File: src/rtl/eau_pkg.sv
package eau_pkg;
  localparam int MODE_W = 4;

  typedef enum logic [MODE_W-1:0] {
    AM_DIRECT   = 4'd0,
    AM_IND      = 4'd1,
    AM_POSTINC  = 4'd2,
    AM_POSTDEC  = 4'd3,
    AM_PREINC   = 4'd4,
    AM_PREDEC   = 4'd5,
    AM_INDEXED  = 4'd6,
    AM_LITOFF   = 4'd7,
    AM_LIT8     = 4'd8,
    AM_LIT16    = 4'd9
  } am_e;
endpackage

File: src/rtl/eau_operand.sv
module eau_operand
  import eau_pkg::*;
#(
  parameter int DW    = 16,
  parameter int LIT_W = 10
) (
  input  logic              clk,
  input  logic              rst_n,
  input  logic [MODE_W-1:0] mode,
  input  logic              op_byte,
  input  logic [DW-1:0]     base_val,
  input  logic [DW-1:0]     index_val,
  input  logic [LIT_W-1:0]  lit_off,
  output logic [DW-1:0]     ea,
  output logic              nomem,
  output logic              wb_en,
  output logic [DW-1:0]     wb_val
);
  function automatic logic [DW-1:0] f_step(input logic byte_op);
    return byte_op ? DW'(1) : DW'(2);
  endfunction

  function automatic logic [DW-1:0] f_sext(input logic [LIT_W-1:0] v);
    return {{(DW-LIT_W){v[LIT_W-1]}}, v};
  endfunction

  function automatic logic [DW-1:0] f_adj(input logic [DW-1:0] b,
                                          input logic [DW-1:0] s,
                                          input logic dec);
    return dec ? (b - s) : (b + s);
  endfunction

  logic [DW-1:0] step;
  logic          is_pre;
  logic          is_post;
  logic          is_dec;
  logic [DW-1:0] moved;

  assign step    = f_step(op_byte);
  assign is_pre  = (mode == AM_PREINC)  || (mode == AM_PREDEC);
  assign is_post = (mode == AM_POSTINC) || (mode == AM_POSTDEC);
  assign is_dec  = (mode == AM_POSTDEC) || (mode == AM_PREDEC);
  assign moved   = f_adj(base_val, step, is_dec);

  always_comb begin
    ea     = '0;
    nomem  = 1'b0;
    wb_en  = 1'b0;
    wb_val = '0;
    case (mode)
      AM_IND:     ea = base_val;
      AM_POSTINC, AM_POSTDEC: begin
        ea     = base_val;
        wb_en  = 1'b1;
        wb_val = moved;
      end
      AM_PREINC, AM_PREDEC: begin
        ea     = moved;
        wb_en  = 1'b1;
        wb_val = moved;
      end
      AM_INDEXED: ea = base_val + index_val;
      AM_LITOFF:  ea = base_val + f_sext(lit_off);
      default:    nomem = 1'b1;
    endcase
  end

  p_nomem_nowb_r3: assert property (@(posedge clk) disable iff (!rst_n)
    nomem |-> (!wb_en && ea == '0));
  p_post_base_r5: assert property (@(posedge clk) disable iff (!rst_n)
    is_post |-> (ea == base_val && wb_en));
  p_pre_same_r6: assert property (@(posedge clk) disable iff (!rst_n)
    is_pre |-> (wb_val == ea && wb_en));
  p_step_size_r7: assert property (@(posedge clk) disable iff (!rst_n)
    wb_en |-> ((wb_val - base_val) == (op_byte ? DW'(1) : DW'(2)) ||
               (base_val - wb_val) == (op_byte ? DW'(1) : DW'(2))));
endmodule

File: src/rtl/eau_wb_merge.sv
module eau_wb_merge #(
  parameter int RIDX_W = 4
) (
  input  logic              clk,
  input  logic              rst_n,
  input  logic              src_req,
  input  logic [RIDX_W-1:0] src_idx,
  input  logic              dst_req,
  input  logic [RIDX_W-1:0] dst_idx,
  output logic              src_keep,
  output logic              dst_keep
);
  logic collide;

  assign collide  = src_req && dst_req && (src_idx == dst_idx);
  assign src_keep = src_req && !collide;
  assign dst_keep = dst_req;

  p_dst_wins_r11: assert property (@(posedge clk) disable iff (!rst_n)
    (src_keep && dst_keep) |-> (src_idx != dst_idx));
  p_no_lost_r11: assert property (@(posedge clk) disable iff (!rst_n)
    (src_req && !src_keep) |-> dst_keep);
endmodule

File: src/rtl/eau_move_ea.sv
module eau_move_ea
  import eau_pkg::*;
#(
  parameter int DW    = 16,
  parameter int NREG  = 16,
  parameter int LIT_W = 10,
  localparam int RIDX_W = $clog2(NREG)
) (
  input  logic               clk,
  input  logic               rst_n,
  input  logic               in_valid,
  input  logic               op_byte,
  input  logic [MODE_W-1:0]  src_mode,
  input  logic [RIDX_W-1:0]  src_reg,
  input  logic [MODE_W-1:0]  dst_mode,
  input  logic [RIDX_W-1:0]  dst_reg,
  input  logic [RIDX_W-1:0]  off_reg,
  input  logic [LIT_W-1:0]   lit_off,
  input  logic [NREG*DW-1:0] regs_flat,
  output logic               out_valid,
  output logic [DW-1:0]      src_ea,
  output logic               src_nomem,
  output logic [DW-1:0]      dst_ea,
  output logic               dst_nomem,
  output logic               src_wb_en,
  output logic [RIDX_W-1:0]  src_wb_reg,
  output logic [DW-1:0]      src_wb_val,
  output logic               dst_wb_en,
  output logic [RIDX_W-1:0]  dst_wb_reg,
  output logic [DW-1:0]      dst_wb_val
);
  localparam int NOPS = 2;

  logic [DW-1:0] wr [NREG];

  for (genvar g = 0; g < NREG; g++) begin : g_unpack
    assign wr[g] = regs_flat[g*DW +: DW];
  end

  logic [MODE_W-1:0] op_mode  [NOPS];
  logic [RIDX_W-1:0] op_reg   [NOPS];
  logic [DW-1:0]     op_ea    [NOPS];
  logic              op_nomem [NOPS];
  logic              op_wben  [NOPS];
  logic [DW-1:0]     op_wbval [NOPS];
  logic [DW-1:0]     index_val;

  assign op_mode[0] = src_mode;
  assign op_mode[1] = dst_mode;
  assign op_reg[0]  = src_reg;
  assign op_reg[1]  = dst_reg;
  assign index_val  = wr[off_reg];

  for (genvar k = 0; k < NOPS; k++) begin : g_op
    eau_operand #(.DW(DW), .LIT_W(LIT_W)) u_op (
      .clk       (clk),
      .rst_n     (rst_n),
      .mode      (op_mode[k]),
      .op_byte   (op_byte),
      .base_val  (wr[op_reg[k]]),
      .index_val (index_val),
      .lit_off   (lit_off),
      .ea        (op_ea[k]),
      .nomem     (op_nomem[k]),
      .wb_en     (op_wben[k]),
      .wb_val    (op_wbval[k])
    );
  end

  logic src_keep;
  logic dst_keep;

  eau_wb_merge #(.RIDX_W(RIDX_W)) u_merge (
    .clk      (clk),
    .rst_n    (rst_n),
    .src_req  (op_wben[0]),
    .src_idx  (src_reg),
    .dst_req  (op_wben[1]),
    .dst_idx  (dst_reg),
    .src_keep (src_keep),
    .dst_keep (dst_keep)
  );

  always_ff @(posedge clk or negedge rst_n) begin
    if (!rst_n) begin
      out_valid  <= 1'b0;
      src_ea     <= '0;
      src_nomem  <= 1'b0;
      dst_ea     <= '0;
      dst_nomem  <= 1'b0;
      src_wb_en  <= 1'b0;
      src_wb_reg <= '0;
      src_wb_val <= '0;
      dst_wb_en  <= 1'b0;
      dst_wb_reg <= '0;
      dst_wb_val <= '0;
    end else begin
      out_valid <= in_valid;
      if (in_valid) begin
        src_ea     <= op_ea[0];
        src_nomem  <= op_nomem[0];
        dst_ea     <= op_ea[1];
        dst_nomem  <= op_nomem[1];
        src_wb_en  <= src_keep;
        src_wb_reg <= src_reg;
        src_wb_val <= op_wbval[0];
        dst_wb_en  <= dst_keep;
        dst_wb_reg <= dst_reg;
        dst_wb_val <= op_wbval[1];
      end
    end
  end

  p_latency_r2: assert property (@(posedge clk) disable iff (!rst_n)
    in_valid |=> out_valid);
  p_idle_r2: assert property (@(posedge clk) disable iff (!rst_n)
    !in_valid |=> (!out_valid && $stable(src_ea) && $stable(dst_ea)));
  p_out_nomem_r3: assert property (@(posedge clk) disable iff (!rst_n)
    (out_valid && src_nomem) |-> (src_ea == '0 && !src_wb_en));
  p_out_unique_r11: assert property (@(posedge clk) disable iff (!rst_n)
    (out_valid && src_wb_en && dst_wb_en) |-> (src_wb_reg != dst_wb_reg));
endmodule

File: config.mk
export PLATFORM = sky130hd
export DESIGN_NAME = eau_move_ea
export DESIGN_NICKNAME = d
export VERILOG_FILES = /design/src/rtl/eau_pkg.sv /design/src/rtl/eau_operand.sv /design/src/rtl/eau_wb_merge.sv /design/src/rtl/eau_move_ea.sv
export SDC_FILE = /design/constraint.sdc
export NUM_CORES = 1
export LEC_CHECK = 0
export BUFFER_PORTS_ARGS = -buffer_cell sky130_fd_sc_hd__buf_4
export CORE_UTILIZATION = 48
export DETAILED_ROUTE_END_ITERATION = 10
export PLACE_DENSITY = 0.84
export SYNTH_ARGS = -nofsm -noshare
export SYNTH_HDL_FRONTEND = slang
export SYNTH_SLANG_ARGS = --single-unit
File: constraint.sdc
create_clock -name clk -period 2.1 [get_ports clk]
set_input_delay 0.105 -clock clk [delete_from_list [all_inputs] [get_ports clk]]
set_output_delay 0.105 -clock clk [all_outputs]
set_load 0.03 [all_outputs]
==> run metrics <==
outcome=finished with violations; violated checks=setup timing; I/O pin count=367; Gate Count Post-Synth=981; final total power=11.8 mW; crit path capture type=flip-flop; antenna-violating nets left=0; Yosys reg bits=77; Seq/Total Area, Yosys=16.0%; Die Width=161 um; CTS root buf=clkbuf_16; Yosys warning total=0; setup violators final=61; DR DRC count=0; biggest cell delay along the critical path=0.52 ns; RePlAce Congestion=1.03; CTS tree=yes; Synth Area in XOR/XNOR=3.85%; fin cells=1983; Max Slew Vio Count=0; FFs w/ async S/R, synth=100%; worst hold path cell count=1; Core Util, Final=81.6%; fraction of layout cells with a size suffix above 1=71.9%; synthesized area per cell=12.3 um^2; FF/Latch Area=1930 um^2; post-synthesis adder-cell area fraction=6.89%; initial core utilization=49.3%; Distinct cells, synth=72; clock sinks=77; max_cap viols=0; Final HPWL DP=43100 um; DRT Pass-1 Iters=9; pwr/cell area=593 nW/um^2; Peak supply drop=0.480 mV; fin nets=2001; Syn Nets=1335; Mapped Area=12100 um^2; RSZ-0062 raised after global routing=true; Post-Route WL=62000 um; vias in the first global route=14.2k; commonest non-fill, non-tap cell in the layout=buf_4; WS Path Type=input pin to flip-flop; post-synthesis mux area share=47.8%; Synth Area in Simple Gates=7.28%; Startpoint Class=input pin; area of the core=24500 um^2; Post-Place Cells=1911; Max clock buf depth=2; largest net degree at the start of global routing=45; Lkg Pwr=8.79 nW; Slew headroom=36.9%; fmax=0.275 GHz; area grow syn2layout=65.5%; first-pass GRT wire length=83700 um; main combinational cell family by area after synthesis=multiplexers; final worst setup slack=-1.53 ns; Reg2Reg Depth=5; Post-synth EDFFs=0; Filler cells=1271; area of the multi-input gates=11100 um^2; crit-path most repeated cell=mux4_2; I/O Buffers=366; fin crit period=3.63 ns; clock slew at the register clock pins of the worst setup and hold paths=0.08 ns; Die Ht=161 um; clock skew=0 ns; global route overflow=0; CP Cell Sequence=buf_16, buf_12, mux4_2, mux4_2, mux2_4, ha_4, inv_2, fa_2, nor2b_2, o31a_1, o311ai_4, a21oi_2, o41ai_2, a21oi_1, mux2i_1, o21ai_1; CP Data Required Time=2.33 ns; initial antenna violation count=7; die area=25800 um^2; Slew @ Worst Pin=0.939 ns; fin crit share=173%; Clock Latency Late Sink=0.34 ns; Synth Flop Type=dfrtp_1; Worst Hold Class=input pin to flip-flop; CTS Buf Count=9; wire per inst=31.3 um; Synth Area in Compound Gates=14.3%; worst path arrival time=3.86 ns; global-route total usage across every layer=43.3%; CP max FO=7; site row count=57; routed vias=14.5k; CTS H-tree lvls=3; First DRT Iteration DRCs=1869; vias per cell=7.32; count of final hold-check violations=0; commonest cells after routing, fill and taps aside=buf_4 (658), mux4_2 (225), dfrtp_1 (77), nand2_1 (64), buf_6 (41); Crit-path slowest cell=mux4_2
==> layer usage <==
layer | part of all wire, % | up-vias | track usage, %
li1 | - | 5521 | -
met1 | 31 | 6917 | 51.1
met2 | 45 | 1537 | 70.4
met3 | 13 | 531 | 11.0
met4 | 11 | 2 | 28.7
met5 | 0.024 | - | 0
==> worst max-delay path, delay by kind of cell <==
family                   cells  cell delay [ns]
AO/OA/AOI/OAI                6             1.45
adder cells (fa/ha/maj)      2             0.40
buffers and inverters        3             0.33
multiplexers                 4             1.52
AND/OR/NAND/NOR              1             0.06
==> worst paths after layout <==
kind	start	end	slack, ns
setup / recovery	off_reg[0]	src_ea[14]	-1.53
hold reg to reg	dst_wb_en	dst_wb_en	0.48
min in group asynchronous	rst_n	out_valid	0.23
max in group asynchronous	rst_n	src_ea[12]	1.28
setup reg to reg	src_ea[14]	src_ea[14]	0.92
hold / removal	in_valid	out_valid	0.07
==> Yosys cell counts, drive strengths merged, types with 9 or more instances <==
| master | n | area, um^2 |
|---|---|---|
| o21a | 13 | 97.6 |
| mux4 | 237 | 5390 |
| a22o | 9 | 78.8 |
| o2bb2ai | 43 | 377 |
| ha | 60 | 751 |
| mux2i | 9 | 90.1 |
| o21ai | 19 | 95.1 |
| a222oi | 10 | 100 |
| dfrtp | 77 | 1930 |
| clkbuf | 33 | 124 |
| nand2 | 66 | 248 |
| xor2 | 20 | 175 |
| nor2 | 39 | 146 |
| buf | 44 | 268 |
| a21o | 16 | 120 |
| xnor2 | 33 | 289 |
| nor3 | 15 | 75.1 |
| nor2b | 12 | 75.1 |
| inv | 21 | 78.8 |
| nand3 | 15 | 75.1 |
| mux2 | 26 | 293 |
| a21oi | 46 | 230 |
==> per-stage QoR <==
step | cell area (um^2) | hold WS (ns) | setup TNS [ns] | worst slack [ns]
2_1_floorplan | 12800 | -0.191 | -52.74 | -1.42
3_3_place_gp | 17900 | 0.0834 | -78.19 | -1.65
3_5_place_dp | 17900 | 0.0831 | -80.74 | -1.73
4_1_cts | 19300 | 0.0474 | -47.84 | -1.26
5_1_grt | 20000 | 0.0635 | -59.96 | -1.62
6_report | 20000 | 0.0688 | -55.59 | -1.53
==> where the power goes <==
group | leakage (nW) | switching (mW) | internal [mW]
combinational | 7.62 | 4.18 | 4.31
sequential | 1.02 | 0.123 | 1.64
clock | 0.140 | 0.762 | 0.829
total | 8.79 | 5.06 | 6.78
==> layout make-up <==
| cell class | count | share of cell area (%) |
|---|---|---|
| clock inverters | 7 | 0.338 |
| inverters | 21 | 0.395 |
| clock buffers | 9 | 1.13 |
| multi-input cells | 806 | 55.8 |
| well taps | 324 | 2.03 |
| diodes | 7 | 0.0878 |
| flip-flops and latches | 77 | 9.65 |
| repair buffers | 732 | 30.5 |
==> logic make-up (layout without fill, tap and decap cells) <==
family | count (synthesis) | in the layout
muxes | 272 | 272
AOI/OAI and AO/OA | 231 | 231
and+or+nand+nor | 186 | 186
buffers and inverters | 98 | 769
DFF | 77 | 77
adders and majority gates | 64 | 64
xor gates and xnor gates | 53 | 53
other | 0 | 7
==> repair_timing <==
item / in CTS / in global routing
hold buffers: 1 / 0
pin swaps: 81 / 81
gates resized for setup: 143 / 98
setup endpoints to repair: 62 / 61
setup buffers: 42 / 28
hold endpoints to repair: 33 / 0
cloned: 4 / 1
(Power assumes the default switching activity.)
